### src/rtl/dp_pkg.sv
// Shared types for the depth plane capture packer.
// Assumes nothing beyond the parameters of its users.
package dp_pkg;
    typedef enum logic {
        ST_IDLE = 1'b0,
        ST_CAP  = 1'b1
    } cap_state_e;
endpackage

### src/rtl/dp_credit.sv
// Buffer credit counter and ring index.
// Holds up to NUM_BUF free-buffer credits and hands one out per accepted
// frame. The ring index advances when a captured frame ends.
// Assumes take is raised only while avail is high.
module dp_credit #(
    parameter int NUM_BUF = 3,
    localparam int CRD_W = $clog2(NUM_BUF + 1),
    localparam int IDX_W = (NUM_BUF > 1) ? $clog2(NUM_BUF) : 1
) (
    input  logic             clk,
    input  logic             rst_n,
    input  logic             tok_in,
    input  logic             take,
    input  logic             frame_end,
    output logic             avail,
    output logic [IDX_W-1:0] buf_idx
);
    logic [CRD_W-1:0] cnt_q;
    logic [CRD_W:0]   cnt_sum;

    // Next credit level, clamped to the ring size.
    always_comb begin
        cnt_sum = {1'b0, cnt_q} + {{CRD_W{1'b0}}, tok_in} - {{CRD_W{1'b0}}, take};
        if (cnt_sum > (CRD_W+1)'(NUM_BUF)) cnt_sum = (CRD_W+1)'(NUM_BUF);
    end

    // Credit register.
    always_ff @(posedge clk) begin
        if (!rst_n) cnt_q <= '0;
        else        cnt_q <= cnt_sum[CRD_W-1:0];
    end

    // Ring index, wrapping after the last buffer.
    always_ff @(posedge clk) begin
        if (!rst_n)
            buf_idx <= '0;
        else if (frame_end)
            buf_idx <= (buf_idx == IDX_W'(NUM_BUF - 1)) ? '0 : buf_idx + 1'b1;
    end

    assign avail = (cnt_q != '0);

    // a frame is never started without a held credit.
    a_r8_take_needs_credit: assert property (@(posedge clk) disable iff (!rst_n)
        take |-> cnt_q != '0);
    // the credit level never exceeds the ring size.
    a_r9_credit_bounded: assert property (@(posedge clk) disable iff (!rst_n)
        cnt_q <= CRD_W'(NUM_BUF));
    // the ring index stays inside the ring.
    a_r5_idx_in_ring: assert property (@(posedge clk) disable iff (!rst_n)
        buf_idx < IDX_W'(NUM_BUF));
endmodule

### src/rtl/dp_frame_ctl.sv
// Frame admission and pixel counting.
// Starts a capture on a frame-start pixel if a credit is held. Otherwise
// it flags a drop and ignores pixels until the next frame start. It marks
// the last of FRAME_BYTES stored pixels.
// Assumes FRAME_BYTES >= 1 and that pix_sof does not recur mid-capture.
module dp_frame_ctl
    import dp_pkg::*;
#(
    parameter int FRAME_BYTES = 64,
    localparam int PCNT_W = $clog2(FRAME_BYTES) + 1
) (
    input  logic clk,
    input  logic rst_n,
    input  logic pix_valid,
    input  logic pix_sof,
    input  logic credit_avail,
    output logic start,
    output logic drop,
    output logic store,
    output logic last
);
    cap_state_e        state_q;
    logic [PCNT_W-1:0] pcnt_q;

    // Admission decisions for the current transfer.
    always_comb begin
        start = pix_valid && pix_sof && (state_q == ST_IDLE) && credit_avail;
        drop  = pix_valid && pix_sof && (state_q == ST_IDLE) && !credit_avail;
        store = start || (pix_valid && (state_q == ST_CAP));
        last  = store && (pcnt_q == PCNT_W'(FRAME_BYTES - 1));
    end

    // Capture state: enter on start, leave after the last stored pixel.
    always_ff @(posedge clk) begin
        if (!rst_n)     state_q <= ST_IDLE;
        else if (last)  state_q <= ST_IDLE;
        else if (start) state_q <= ST_CAP;
    end

    // Stored-pixel counter within the frame.
    always_ff @(posedge clk) begin
        if (!rst_n)     pcnt_q <= '0;
        else if (last)  pcnt_q <= '0;
        else if (store) pcnt_q <= pcnt_q + 1'b1;
    end

    // capture is entered only from a frame-start pixel.
    a_r8_cap_on_sof: assert property (@(posedge clk) disable iff (!rst_n)
        (state_q == ST_CAP && $past(state_q) == ST_IDLE) |-> $past(pix_sof && pix_valid));
    // a dropped frame leaves the block idle.
    a_r7_drop_stays_idle: assert property (@(posedge clk) disable iff (!rst_n)
        drop |=> state_q == ST_IDLE);
endmodule

### src/rtl/dp_lane_pack.sv
// Byte-to-word packer and write address generator.
// Places each stored byte in the next lane of a BUS_W word. It issues a
// write once all lanes are filled, at the next contiguous address of the
// current buffer, and raises the completion token with the frame's last word.
// Assumes FRAME_BYTES is a multiple of BUS_W/DEPTH_W.
module dp_lane_pack #(
    parameter int DEPTH_W     = 8,
    parameter int BUS_W       = 256,
    parameter int ADDR_W      = 32,
    parameter int FRAME_BYTES = 64,
    parameter int NUM_BUF     = 3,
    parameter logic [ADDR_W-1:0] BASE_ADDR = '0,
    localparam int LANES  = BUS_W / DEPTH_W,
    localparam int LANE_W = $clog2(LANES),
    localparam int WORD_BYTES = BUS_W / 8,
    localparam int WORDS  = FRAME_BYTES / LANES,
    localparam int WCNT_W = $clog2(WORDS) + 1,
    localparam int IDX_W  = (NUM_BUF > 1) ? $clog2(NUM_BUF) : 1
) (
    input  logic               clk,
    input  logic               rst_n,
    input  logic               store,
    input  logic               last,
    input  logic [DEPTH_W-1:0] depth,
    input  logic [IDX_W-1:0]   buf_idx,
    output logic               wr_req,
    output logic [ADDR_W-1:0]  wr_addr,
    output logic [BUS_W-1:0]   wr_data,
    output logic               tok_done
);
    logic [LANE_W-1:0] lane_q;
    logic [WCNT_W-1:0] word_q;
    logic [BUS_W-1:0]  acc_q;
    logic [BUS_W-1:0]  acc_next;
    logic              word_full;
    logic [ADDR_W-1:0] word_addr;

    // Merge the incoming byte into its lane.
    always_comb begin
        acc_next = acc_q;
        acc_next[lane_q*DEPTH_W +: DEPTH_W] = depth;
        word_full = store && (lane_q == LANE_W'(LANES - 1));
        word_addr = BASE_ADDR
                  + ADDR_W'(buf_idx) * ADDR_W'(FRAME_BYTES)
                  + ADDR_W'(word_q) * ADDR_W'(WORD_BYTES);
    end

    // Lane accumulator and lane pointer.
    always_ff @(posedge clk) begin
        if (!rst_n) begin
            acc_q  <= '0;
            lane_q <= '0;
        end else if (store) begin
            acc_q  <= acc_next;
            lane_q <= word_full ? '0 : lane_q + 1'b1;
        end
    end

    // Word counter within the frame.
    always_ff @(posedge clk) begin
        if (!rst_n)         word_q <= '0;
        else if (last)      word_q <= '0;
        else if (word_full) word_q <= word_q + 1'b1;
    end

    // Registered write port and completion token.
    always_ff @(posedge clk) begin
        if (!rst_n) begin
            wr_req   <= 1'b0;
            wr_addr  <= '0;
            wr_data  <= '0;
            tok_done <= 1'b0;
        end else begin
            wr_req   <= word_full;
            tok_done <= last;
            if (word_full) begin
                wr_addr <= word_addr;
                wr_data <= acc_next;
            end
        end
    end

    // a completion token always travels with a write.
    a_r6_done_with_write: assert property (@(posedge clk) disable iff (!rst_n)
        tok_done |-> wr_req);
    // a write follows a stored byte in the previous cycle.
    a_r3_write_after_store: assert property (@(posedge clk) disable iff (!rst_n)
        wr_req |-> $past(store));
    // addresses are word aligned.
    a_r4_addr_aligned: assert property (@(posedge clk) disable iff (!rst_n)
        wr_req |-> (wr_addr % ADDR_W'(WORD_BYTES)) == (BASE_ADDR % ADDR_W'(WORD_BYTES)));
endmodule

### src/rtl/depth_packer.sv
// Depth plane capture packer, top level.
// Keeps the low DEPTH_W bits of each pixel transfer and packs them into
// BUS_W words written to a ring of NUM_BUF frame buffers, gated by
// free-buffer credits. It counts frames skipped for lack of credit.
// Assumes writes are always accepted and FRAME_BYTES is a multiple of 32.
module depth_packer #(
    parameter int PIX_W       = 24,
    parameter int DEPTH_W     = 8,
    parameter int BUS_W       = 256,
    parameter int ADDR_W      = 32,
    parameter int NUM_BUF     = 3,
    parameter int FRAME_BYTES = 64,
    parameter int DROP_W      = 8,
    parameter logic [ADDR_W-1:0] BASE_ADDR = 32'h0000_1000
) (
    input  logic              clk,
    input  logic              rst_n,
    input  logic              pix_valid,
    input  logic              pix_sof,
    input  logic [PIX_W-1:0]  pix_data,
    input  logic              tok_free,
    output logic              tok_done,
    output logic              wr_req,
    output logic [ADDR_W-1:0] wr_addr,
    output logic [BUS_W-1:0]  wr_data,
    output logic [DROP_W-1:0] drop_count
);
    localparam int IDX_W = (NUM_BUF > 1) ? $clog2(NUM_BUF) : 1;

    logic             credit_avail;
    logic [IDX_W-1:0] buf_idx;
    logic             start, drop, store, last;
    logic             unused_hi;

    assign unused_hi = ^pix_data[PIX_W-1:DEPTH_W];

    dp_credit #(.NUM_BUF(NUM_BUF)) u_credit (
        .clk(clk), .rst_n(rst_n), .tok_in(tok_free), .take(start),
        .frame_end(last), .avail(credit_avail), .buf_idx(buf_idx)
    );

    dp_frame_ctl #(.FRAME_BYTES(FRAME_BYTES)) u_frame (
        .clk(clk), .rst_n(rst_n), .pix_valid(pix_valid), .pix_sof(pix_sof),
        .credit_avail(credit_avail), .start(start), .drop(drop),
        .store(store), .last(last)
    );

    dp_lane_pack #(
        .DEPTH_W(DEPTH_W), .BUS_W(BUS_W), .ADDR_W(ADDR_W),
        .FRAME_BYTES(FRAME_BYTES), .NUM_BUF(NUM_BUF), .BASE_ADDR(BASE_ADDR)
    ) u_pack (
        .clk(clk), .rst_n(rst_n), .store(store), .last(last),
        .depth(pix_data[DEPTH_W-1:0]), .buf_idx(buf_idx),
        .wr_req(wr_req), .wr_addr(wr_addr), .wr_data(wr_data), .tok_done(tok_done)
    );

    // Saturating count of frames skipped for lack of credit.
    always_ff @(posedge clk) begin
        if (!rst_n)                     drop_count <= '0;
        else if (drop && drop_count != '1) drop_count <= drop_count + 1'b1;
    end

    // the drop count moves only by single steps.
    a_r7_drop_step: assert property (@(posedge clk) disable iff (!rst_n)
        drop_count != $past(drop_count) |-> drop_count == $past(drop_count) + 1'b1);
endmodule

### config.mk
export PLATFORM = sky130hd
export DESIGN_NAME = depth_packer
export DESIGN_NICKNAME = d
export VERILOG_FILES = /design/src/rtl/dp_pkg.sv /design/src/rtl/dp_credit.sv /design/src/rtl/dp_frame_ctl.sv /design/src/rtl/dp_lane_pack.sv /design/src/rtl/depth_packer.sv
export SDC_FILE = /design/constraint.sdc
export NUM_CORES = 1
export LEC_CHECK = 0
export BUFFER_PORTS_ARGS = -buffer_cell sky130_fd_sc_hd__buf_2
export CAP_MARGIN = 10
export CELL_PAD_IN_SITES_DETAIL_PLACEMENT = 1
export CELL_PAD_IN_SITES_GLOBAL_PLACEMENT = 2
export CORE_MARGIN = 3
export CORE_UTILIZATION = 25
export DETAILED_ROUTE_END_ITERATION = 10
export GPL_TIMING_DRIVEN = 0
export MAX_ROUTING_LAYER = met4
export PLACE_DENSITY_LB_ADDON = 0.3
export RECOVER_POWER = 100
export REMOVE_ABC_BUFFERS = 1
export SLEW_MARGIN = 30
export SYNTH_ARGS = -nofsm -noshare
export SYNTH_HDL_FRONTEND = slang
export SYNTH_SLANG_ARGS = --single-unit
export TNS_END_PERCENT = 1
### constraint.sdc
create_clock -name clk -period 4 [get_ports clk]
set_clock_uncertainty 0.15 [all_clocks]
set_input_delay 0.2 -clock clk [delete_from_list [all_inputs] [get_ports clk]]
set_output_delay 0.2 -clock clk [all_outputs]
set_load 0.02 [all_outputs]
* After elaboration in Yosys (flattened, before gate mapping) *
Index checks and enable logic that the tools add are counted.

cells by class
  shifts and indexed selects = 2
  add/sub/neg operators = 10
  bitwise logic cells = 2
  eq/ne operators = 4
  magnitude comparators = 1
  reductions and logical operators = 12
  multiplexer cells = 4

operators with widths
  operator                                                 number
  bitwise mux 256 bit                                      1
  variable shift 8 x 34 -> 256 bit (first input constant)  1
  indexed part select 8 x 34 -> 256 bit                    1
  negator 8 -> 34 bit                                      1
  adder 32 x 7 -> 32 bit                                   1
  adder 13 x 8 -> 14 bit (first input constant)            1
  adder 8 x 1 -> 8 bit (second input constant)             1
  logical AND 1 bit                                        8
  != test 8 bit (second input constant)                    1
  adder 7 x 1 -> 7 bit (second input constant)             1
  equality test 7 x 6 -> 1 bit (second input constant)     1
  adder 5 x 1 -> 5 bit (second input constant)             1
  equality test 5 bit (second input constant)              1
  2-to-1 mux 5 bit                                         1
  adder 2 x 1 -> 2 bit (second input constant)             2
  2-to-1 mux 2 bit                                         2
  adder 2 x 1 -> 3 bit                                     1
  > comparator 3 x 2 -> 1 bit (second input constant)      1
  subtractor 3 x 1 -> 3 bit                                1
  equality test 2 bit (second input constant)              1
  inverter 1 bit                                           2
  nonzero test 2 bit                                       1
  OR reduction 2 bit                                       1
  zero test 1 bit                                          1
  logical OR 1 bit                                         1

word-level totals
  input bits = 29
  word-level logic and storage cells = 47
  register bits after elaboration = 573
  output and inout port bits = 298

* Depth between registers and ports, before layout *
Gate-level depths: netlist (run 1).

  depth in word-level cells = 6
  depth in mapped cells = 14
  mapped depth without buffers = 9

* By module *
From an unflattened synthesis (run 1), not the netlist that was laid out.

unflattened totals
  cell total of the unflattened synthesis = 2739
  area, all modules = 24145.7 um2

modules (own cells, without submodules)
  module        seq. area each (um2)  instances  area an instance (um2)  cells an instance
  dp_lane_pack  10530.1               1          23113.4                 2625
  dp_frame_ctl  160.2                 1          410.4                   46
  depth_packer  160.2                 1          404.1                   47
  dp_credit     80.1                  1          217.7                   21

* Worst setup path after synthesis (run 1) *
Ideal clock, no wire load.

  path type = register to register
  from = reg u_pack.lane_q[0]
  to = reg u_pack.wr_data[120]
  slack = 0.809 ns
  setup time = 0.075 ns
  data arrival time = 2.966 ns
  clock period less this slack = 3.191 ns
  stages on the path, launching flop included = 14
  path buffers = 4
  data required time = 3.775 ns
  cells stage by stage = dfxtp_1 > buf_6 > buf_2 > inv_1 > ha_1 > nor3b_1 > ha_1 > clkbuf_1 > buf_2 > and3b_1 > mux2i_1 > nor4_1 > a22oi_1 > o21ai_0

between the ends
  cells in the longest elaborated chain, start to end = 3
  elaborated cells between the ends (all ways) = 6
  those cells by class = add/sub (1); eq/ne (1); shift (2); mux (1); reduce/logical (1)

RTL lines
  item                                                                                       RTL line            RTL
  start: declaration                                                                         dp_lane_pack.sv:31  logic [LANE_W-1:0] lane_q;
  start signal: assignment                                                                   dp_lane_pack.sv:55  lane_q <= word_full ? '0 : lane_q + 1'b1;
  negator 8 -> 34 bit                                                                        dp_lane_pack.sv:41  acc_next[lane_q*DEPTH_W +: DEPTH_W] = depth;
  indexed part select 8 x 34 -> 256 bit or variable shift 8 x 34 -> 256 bit (tied branches)  dp_lane_pack.sv:41
  bitwise mux 256 bit                                                                        dp_lane_pack.sv:41
  end signal: assignment                                                                     dp_lane_pack.sv:78  wr_data <= acc_next;
  end: declaration                                                                           dp_lane_pack.sv:28  output logic [BUS_W-1:0] wr_data,

Several ways; a longest one is shown, not always the timed one.
A chain may end at the register's enable or synchronous reset.

* Final worst setup path (run 1) *
  from = reg u_pack.lane_q[0]
  to = reg u_pack.acc_q[29]

between the ends
  cells in the longest elaborated chain, start to end = 3
  elaborated cells between the ends (all ways) = 4
  those cells by class = add/sub (1); shift (2); mux (1)

RTL lines
  item                                                                                       RTL line            RTL
  negator 8 -> 34 bit *                                                                      dp_lane_pack.sv:41
  indexed part select 8 x 34 -> 256 bit or variable shift 8 x 34 -> 256 bit (tied branches)  dp_lane_pack.sv:41
  bitwise mux 256 bit *                                                                      dp_lane_pack.sv:41
  end signal: assignment                                                                     dp_lane_pack.sv:54  acc_q <= acc_next;
  end: declaration                                                                           dp_lane_pack.sv:33  logic [BUS_W-1:0] acc_q;

Mark *: on every way between the ends. The rest lies on a longest branch, timed or not.

==> results of run 1 <==
repair_timing:
item | in CTS | in global routing
gates resized for setup | 8 | 8
pin swaps | 1 | 1
endpoints found under the setup margin | 417 | 118
gates cloned | 0 | 2
buffers inserted | 1 | 3
hold buffers | 8 | 0
endpoints found under the hold margin | 136 | 0
kinds of logic after synthesis:
group           after synthesis  synth area share, %
compound gates              601                17.88
other cells                   1              0.01729
mux                         176                8.151
simple gates                845                17.77
flops                       546                50.39
fa+ha+maj                    11               0.6691
buf+inv                     216                4.476
xor+xnor                     16               0.6461
power by group:
part,leakage [nW],internal (W),switching [W],total (W)
clock network,1.08,0.00362,0.00251,0.00613
logic,3.64,0.000298,0.000846,0.00114
registers,4.40,0.00547,0.0000469,0.00552
total,9.11,0.00939,0.00341,0.0128
state kept, by name (all words and copies together), names as in the netlist:
name / count
u_frame.pcnt_q: 7
u_pack.acc_q: 256
u_frame.state_q: 1
u_credit.cnt_q: 2
u_pack.wr_data: 256
u_pack.tok_done: 1
u_pack.wr_req: 1
u_pack.lane_q: 5
u_pack.wr_addr: 5
u_pack.word_q: 2
u_credit.buf_idx: 2
drop_count: 8
synth_stat cells, types with 6 or more instances:
cell      count
xnor2_1       7
nor2_1      109
or3_1         6
xor2_1        9
and3_1       12
nand2_1     458
nand4_1      11
a31oi_1       7
clkbuf_1    132
o221ai_1     59
buf_2        26
o22ai_1      24
nand3_1     152
buf_1        14
and2_1       10
buf_4        28
a21oi_1      77
inv_1        12
a32oi_1      29
o21ai_0     239
o31ai_1       7
ha_1         10
nor4_4        9
a22oi_1      85
nor3_1       25
o211ai_1     10
nand2b_1     14
mux2i_1     173
dfxtp_1     546
a221o_1      31
o21ai_1      13
final cells by class:
cell class | instances | area, um^2
tap | 1144 | 1431
sequential | 546 | 10940
clock buffer | 90 | 1903
inverter | 13 | 53.80
fill | 9921 | 58940
clock inverter | 20 | 292.8
timing repair buffer | 330 | 1831
antenna | 2 | 5.005
multi-input combinational | 1678 | 10150
path summary, 6_finish.rpt:
check        cells past startpoint              start  slack, ns           endpoint
max                             10   u_pack.lane_q[0]       0.22   u_pack.acc_q[29]
min                              3        pix_data[1]       0.05  u_pack.acc_q[145]
max reg2reg                     10   u_pack.lane_q[0]       0.22   u_pack.acc_q[29]
min reg2reg                      2  u_pack.wr_addr[7]       0.31  u_pack.wr_addr[7]
stage by stage:
stage / std cells / setup slack [ns] / area [um^2] / util (%)
3_5_place_dp: 3697 / -0.7327 / 24540 / 28.69
3_3_place_gp: 3662 / -18.42 / 23710 / 27.72
6_report: 3823 / 0.2169 / 26610 / 31.10
5_1_grt: 3821 / -0.09366 / 26600 / 31.09
4_1_cts: 3816 / 0.006971 / 26850 / 31.38
2_1_floorplan: 2235 / -5.197 / 20870 / -
metal layers:
| layer | vias up | global-route usage, % |
|---|---|---|
| met5 | - | - |
| met4 | 0 | 5.588 |
| met3 | 135 | 2.646 |
| met1 | 9772 | 23.99 |
| li1 | 9086 | - |
| met2 | 390 | 33.36 |
tightest hold or removal path: stages:
cell and delay (ns):
buf_2 0.32, nand2_1 0.13, o21ai_0 0.07
==> results.sh, run 1 <==
export IMPL_status="complete, but fails checks"
export IMPL_violations="max-capacitance violations, max-slew violations"
export IMPL_yosys_area_top_type="dfxtp_1"
export IMPL_cp_cell_sequence="inv_1 -> ha_1 -> nor3b_1 -> ha_2 -> nor3b_4 -> buf_4 -> buf_4 -> nand3_1 -> nand3_1 -> o21ai_0"
export IMPL_synth_area_mm2=0.02169
export IMPL_dr_wl_met3_mm=3.018
export IMPL_hold_ws_ns=0.04987
export IMPL_hold_path_class="in2reg"
export IMPL_rsz0062_at_grt="true"
export IMPL_p_total_w=0.01279
export IMPL_htreeDepth=3
export IMPL_grt_max_degree=106
export IMPL_rows=107
export IMPL_grt_pass1_wl_mm=130.6
export IMPL_wl_per_cell_um=23.15
export IMPL_period_minus_slack_ns=3.783
export IMPL_synth_seq_cells=546
export IMPL_cp_required_ns=4.32
export IMPL_arrival_ns=4.10
export IMPL_drt_iter0_markers=912
export IMPL_core_area_mm2=0.08555
export IMPL_async_flop_share_pct=0
export IMPL_tightestPinTransition_ns=2.304
export IMPL_worstSetupStartpointType="register"
export IMPL_start_util_pct=25.36
export IMPL_ys_seq_area_share_pct=50.39
export IMPL_grt_ovfl_total=0
export IMPL_drv_slew=10
export IMPL_synth_avg_cell_area_um2=8.993
export IMPL_die_area_mm2=0.09033
export IMPL_antenna_found_initial=2
export IMPL_die_x_um=300.6
export IMPL_tns_ns=0
export IMPL_firstDrtPassIters=5
export IMPL_grt_pass1_vias=20190
export IMPL_io_buffers=283
export IMPL_max_stage_delay_ns=0.61
export IMPL_critPathBufInv=3
export IMPL_die_y_um=300.6
export IMPL_drc=0
export IMPL_final_common_cell="dfxtp_1"
export IMPL_cpLargestDelayFamily="simple AND/OR/NAND/NOR gates"
export IMPL_slew_headroom_pct=-57.58
export IMPL_critPathKind="reg2reg"
export IMPL_routed_top_layer="met4"
export IMPL_crit_path_end_kind="register"
export IMPL_setup_viol=0
export IMPL_gp_congestion=0.7852
export IMPL_clk_latency_ns=0.61
export IMPL_cts_root_buf="clkbuf_16"
export IMPL_dp_hpwl_mm=61.92
export IMPL_path_max_fanout=20
export IMPL_boundaryPins=327
export IMPL_drv_cap=1
export IMPL_fin_crit_sh_pct=94.58
export IMPL_drive_gt1_share_pct=8.405
export IMPL_p_leak_nw=9.113
export IMPL_syn_inst=2412
export IMPL_final_cell_mix="542 x dfxtp_1, 457 x nand2_1, 280 x clkbuf_1"
export IMPL_hold_viol=0
export IMPL_met1Wirelength_mm=39.52
export IMPL_cts_tree="done"
export IMPL_viasPerCell=5.070
export IMPL_synth_edf_count=0
export IMPL_vias=19380
export IMPL_synth_warnings=0
export IMPL_synth_top_area_share_pct=50.39
export IMPL_cts_path_max_buffers=3
export IMPL_slowest_stage="ha_2"
export IMPL_wl_mm=88.51
export IMPL_wl_met2_mm=43.69
export IMPL_grt_usage_pct=19.50
export IMPL_ant_nets=0
export IMPL_cts_clk_slew_worst_paths_ns=0.06
export IMPL_synth_ff_type="dfxtp_1"
export IMPL_synthTopCellsByArea="dfxtp_1 50%, mux2i_1 8.0%, nand2_1 7.9%"
export IMPL_fmax_ghz=0.2643
export IMPL_ys_types=68
export IMPL_area_growth_pct=22.66
export IMPL_final_nets=2676
export IMPL_clock_sinks=546
export IMPL_numCtsBuffers=67
export IMPL_p_per_area_mw_per_mm2=480.8
export IMPL_ir_drop_mv=0.2311
No activity file was read; power rests on OpenSTA's default activity.
==> run 2: changes to the inputs <==
- CELL_PAD_IN_SITES_DETAIL_PLACEMENT: 1 -> 2
==> run 2 against run 1 <==
The run still ends with max-capacitance violations, max-slew violations left. Critical path depth unchanged. Sequential cell count unchanged. Sequential share of layout area down 0.28 points. Critical path type unchanged. Highest routed layer unchanged.
==> results.sh, run 2 (synthesis gave the netlist of run 1 again) <==
export IMPL_status="complete, but fails checks"
export IMPL_violations="max-capacitance violations, max-slew violations"
export IMPL_io_buffers=283
export IMPL_pwr_share_seq_pct=42.5
export IMPL_largestRegisters="u_pack.acc_q: 256 flops, u_pack.wr_data: 256 flops, drop_count: 8 flops"
export IMPL_grt_pass1_vias=21290
export IMPL_slew_headroom_pct=-12.71
export IMPL_path_max_fanout=20
export IMPL_p_switching_w=0.003484
export IMPL_antenna_found_initial=2
export IMPL_pre_cts_ws_ns=-0.7571
export IMPL_gp_congestion=0.7852
export IMPL_viasPerCell=5.148
export IMPL_drt_iter0_markers=1029
export IMPL_critPathKind="reg2reg"
export IMPL_cts_clk_slew_worst_paths_ns=0.06
export IMPL_grt_ovfl_total=0
export IMPL_final_cell_mix="542 x dfxtp_1, 457 x nand2_1, 285 x clkbuf_1"
export IMPL_htreeDepth=3
export IMPL_numCtsBuffers=68
export IMPL_placed_cell_area_mm2=0.02454
export IMPL_grt_pass1_wl_mm=139.1
export IMPL_final_nets=2678
export IMPL_firstDrtPassIters=5
export IMPL_tightestPinTransition_ns=1.686
export IMPL_ant_nets=0
export IMPL_cellInternalPower_w=0.009512
export IMPL_area_growth_pct=23.49
export IMPL_grt_usage_pct=20.75
export IMPL_drc=0
export IMPL_worstSetupStartpointType="register"
export IMPL_setup_viol=0
export IMPL_die_area_mm2=0.09033
export IMPL_cts_tree="done"
export IMPL_arrival_ns=4.06
export IMPL_final_common_cell="dfxtp_1"
export IMPL_wl_mm=93.34
export IMPL_grt_max_degree=106
export IMPL_fin_cells=3839
export IMPL_fillCellCount=9577
export IMPL_boundaryPins=327
export IMPL_fmax_ghz=0.2663
export IMPL_power_frac_clock_pct=48.4
export IMPL_vias=19770
export IMPL_rsz0062_at_grt="true"
export IMPL_wl_per_cell_um=24.31
export IMPL_drv_cap=1
export IMPL_rows=107
export IMPL_cts_path_max_buffers=3
export IMPL_hold_viol=0
export IMPL_period_minus_slack_ns=3.755
export IMPL_dp_cells=3697
export IMPL_tns_ns=0
export IMPL_dp_hpwl_mm=64.93
export IMPL_cts_root_buf="clkbuf_16"
export IMPL_die_y_um=300.6
export IMPL_timing_final_ws_setup_ns=0.2449
export IMPL_drive_gt1_share_pct=8.844
export IMPL_post_route_cell_area_mm2=0.02679
export IMPL_start_util_pct=25.36
export IMPL_die_x_um=300.6
export IMPL_swShare_pct=26.81
export IMPL_clk_latency_ns=0.61
export IMPL_crit_path_end_kind="register"
export IMPL_fin_crit_sh_pct=93.88
export IMPL_core_area_mm2=0.08555
export IMPL_ir_drop_mv=0.3698
export IMPL_cp_required_ns=4.31
export IMPL_hold_path_class="in2reg"
export IMPL_clock_sinks=546
export IMPL_p_leak_nw=9.225
export IMPL_drv_slew=10
export IMPL_combPwrFrac_pct=9.1
export IMPL_p_per_area_mw_per_mm2=485.1
==> run 2: critical path, stage by stage (launching register included) <==
cell and delay, ns:
dfxtp_4 0.42, inv_1 0.13, ha_1 0.43, nor3b_1 0.41, ha_4 0.34, nor3_4 0.43
buf_4 0.29, buf_4 0.21, nand3_1 0.40, nand3_1 0.25, o21ai_0 0.12
==> run 2: per-layer routing <==
layer	part of all wire, %	global-route usage, %	vias up	routed length, um
li1	-	-	9085	-
met1	44	25.12	10180	40980
met2	50	35.96	370	46920
met3	3.3	2.581	127	3102
met4	2.5	6.434	0	2343
met5	0	-	-	0
==> run 2: per-stage QoR <==
| stage | hold slack (ns) | total power [W] | util, % |
|---|---|---|---|
| after global placement | 0.2927 | 0.006565 | 27.72 |
| after detailed placement | 0.3025 | 0.006741 | 28.69 |
| after CTS | 0.03576 | 0.01312 | 31.54 |
| after floorplan | 0.1717 | 0.006127 | - |
| final | 0.05216 | 0.01300 | 31.31 |
| after global routing | 0.08302 | 0.01350 | 31.30 |
==> run 2: layout make-up <==
cell class                      count  area (um^2)  area share (%)
Inverter                           13        53.80          0.2009
Timing Repair Buffer              331         1841           6.871
Antenna cell                        4        10.01         0.03737
Tap cell                         1144         1431           5.344
Multi-Input combinational cell   1678        10230           38.19
Sequential cell                   546        10940           40.83
Clock inverter                     21        255.2          0.9529
Clock buffer                      102         2029           7.576
==> run 2: power groups by stage <==
stage | Sequential [W] | Clock (W) | Combinational (W)
after floorplan | 0.00562 | 0 | 0.000509
after CTS | 0.00552 | 0.00647 | 0.00114
after detailed placement | 0.00563 | 0 | 0.00111
after global routing | 0.00552 | 0.00671 | 0.00127
final | 0.00552 | 0.00629 | 0.00118
after global placement | 0.00563 | 0 | 0.000939
==> run 2: final timing paths <==
check / startpoint / to / slack (ns) / cells after the start
worst max-delay path: u_pack.lane_q[0] / u_pack.acc_q[158] / 0.24 / 10
worst min-delay path: pix_data[1] / u_pack.acc_q[145] / 0.05 / 3
worst max register to register: u_pack.lane_q[0] / u_pack.acc_q[158] / 0.24 / 10
worst min register to register: u_pack.acc_q[235] / u_pack.acc_q[235] / 0.31 / 2
==> run 2: repair_timing <==
item | 4_1_cts | 5_1_grt
resized for setup | 14 | 13
hold endpoints to repair | 121 | 0
cloned | 2 | 0
hold buffers | 9 | 0
setup buffers | 1 | 3
pin swaps | 1 | 1
setup endpoints to repair | 466 | 168
==> run 3: changes to the inputs <==
- clock period: 4 -> 3.2 ns (I/O delays scaled with it)
==> run 3 against run 2 <==
The flow now finishes without violations. Maximum frequency increased by 20%. Via count about the same. Utilization increased by 0.60 points. Final cell count increased by 0.47%. Combinational power increased by 33%. Setup slack got worse by 0.19 ns. Wire length increased by 0.92%. Cell area increased by 1.9%. Clock power increased by 25%. Count of clock-buffer cells in the layout unchanged. Critical endpoint is now u_pack.wr_data[84]. Largest cell class unchanged. Largest power group unchanged.
==> results.sh, run 3 (synthesis gave the netlist of run 1 again) <==
export IMPL_drv_cap=0
export IMPL_tightestPinTransition_ns=0.9465
export IMPL_cts_clk_slew_worst_paths_ns=0.06
export IMPL_clk_latency_ns=0.61
export IMPL_cts_root_buf="clkbuf_16"
export IMPL_die_y_um=300.6
export IMPL_boundaryPins=327
export IMPL_setup_viol=0
export IMPL_ir_drop_mv=0.4625
export IMPL_die_x_um=300.6
export IMPL_wl_mm=94.19
export IMPL_cts_tree="done"
export IMPL_tns_ns=0
export IMPL_io_buffers=283
export IMPL_final_nets=2698
export IMPL_grt_pass1_wl_mm=139.8
export IMPL_drive_gt1_share_pct=10.96
export IMPL_htreeDepth=3
export IMPL_start_util_pct=25.36
export IMPL_antenna_found_initial=1
export IMPL_cp_required_ns=3.56
export IMPL_largestRegisters="u_pack.acc_q: 256 flops, u_pack.wr_data: 256 flops, drop_count: 8 flops"
export IMPL_drv_slew=0
export IMPL_arrival_ns=3.50
export IMPL_drt_iter0_markers=1005
export IMPL_slew_headroom_pct=36.90
export IMPL_final_cell_mix="541 x dfxtp_1, 450 x nand2_1, 285 x clkbuf_1"
export IMPL_pwr_share_seq_pct=42.2
export IMPL_p_switching_w=0.004405
export IMPL_fmax_ghz=0.3184
export IMPL_fin_cells=3857
export IMPL_grt_usage_pct=20.89
export IMPL_fin_crit_sh_pct=98.16
export IMPL_cellInternalPower_w=0.01193
export IMPL_cts_path_max_buffers=3
export IMPL_rows=107
export IMPL_final_common_cell="dfxtp_1"
export IMPL_power_frac_clock_pct=48.2
export IMPL_status="completed"
export IMPL_p_leak_nw=9.431
export IMPL_dp_cells=3697
export IMPL_path_max_fanout=20
export IMPL_swShare_pct=26.97
export IMPL_crit_path_end_kind="register"
export IMPL_rsz0062_at_grt="true"
export IMPL_worstSetupStartpointType="register"
export IMPL_hold_path_class="in2reg"
export IMPL_area_growth_pct=25.85
export IMPL_vias=19780
export IMPL_numCtsBuffers=68
export IMPL_clock_sinks=546
export IMPL_combPwrFrac_pct=9.6
export IMPL_grt_max_degree=106
export IMPL_pre_cts_ws_ns=-1.557
export IMPL_wl_per_cell_um=24.42
export IMPL_gp_congestion=0.7852
export IMPL_drc=0
export IMPL_viasPerCell=5.128
export IMPL_dp_hpwl_mm=64.93
export IMPL_period_minus_slack_ns=3.141
export IMPL_grt_pass1_vias=21410
export IMPL_p_total_w=0.01633
export IMPL_die_area_mm2=0.09033
export IMPL_critPathKind="reg2reg"
export IMPL_p_per_area_mw_per_mm2=598.3
export IMPL_core_area_mm2=0.08555
export IMPL_grt_ovfl_total=0
export IMPL_timing_final_ws_setup_ns=0.05883
export IMPL_firstDrtPassIters=5
export IMPL_hold_viol=0
export IMPL_ant_nets=0
[run 3: worst paths after layout]
check / startpoint / to / slack [ns] / cells past startpoint
hold / removal: pix_data[5] / u_pack.acc_q[5] / 0.09 / 3
hold reg to reg: u_pack.acc_q[223] / u_pack.acc_q[223] / 0.31 / 2
setup / recovery: u_pack.lane_q[0] / u_pack.wr_data[84] / 0.06 / 13
setup reg to reg: u_pack.lane_q[0] / u_pack.wr_data[84] / 0.06 / 13
[run 3: power groups by stage]
| stage | Sequential [W] | Clock, W | Combinational [W] |
|---|---|---|---|
| after floorplan | 0.00702 | 0 | 0.000636 |
| after CTS | 0.00690 | 0.00808 | 0.00154 |
| after detailed placement | 0.00704 | 0 | 0.00139 |
| final | 0.00689 | 0.00787 | 0.00157 |
| after global placement | 0.00703 | 0 | 0.00117 |
| after global routing | 0.00690 | 0.00839 | 0.00169 |
[run 3: cell type report]
class                   count  area [um^2]
fillers                  9540        58250
flip-flops and latches    546        10950
multi-input cells        1678        10540
repair buffers            351         2033
clock buffers             102         2029
well taps                1144         1431
clock inverters            21        255.2
inverters                  13        56.30
diodes                      2        5.005
[run 3: timing repair]
item,CTS,global route
hold endpoints to repair,151,0
endpoints found under the setup margin,514,423
setup buffers,8,12
pin swaps,6,5
gates resized for setup,80,21
gates cloned,2,1
hold buffers,12,0
[run 3: critical path: stages, from the launching register on]
cell      delay, ns
dfxtp_4        0.44
ha_1           0.22
and3_1         0.21
ha_4           0.20
and2_4         0.17
buf_4          0.12
o21ai_4        0.11
buf_16         0.22
buf_16         0.18
buf_8          0.17
buf_16         0.16
nor2_2         0.18
nand3_2        0.23
o221ai_1       0.24
[run 3: stage by stage]
stage                     cell area [um^2]  utilization [%]  hold slack (ns)
after floorplan                      20870                -           0.1317
after global placement               23710            27.72           0.2927
after detailed placement             24540            28.69           0.3025
after CTS                            27420            32.05          0.05730
after global routing                 27290            31.90          0.08965
final                                27300            31.91          0.08851
[run 3: layer usage]
metal  wire length, um  global-route usage [%]  share of wire (%)
met1             41370                   25.25                 44
met2             46790                   35.84                 50
met3              3256                   2.704                3.5
met4              2781                   7.199                3.0
met5                 0                       -                  0
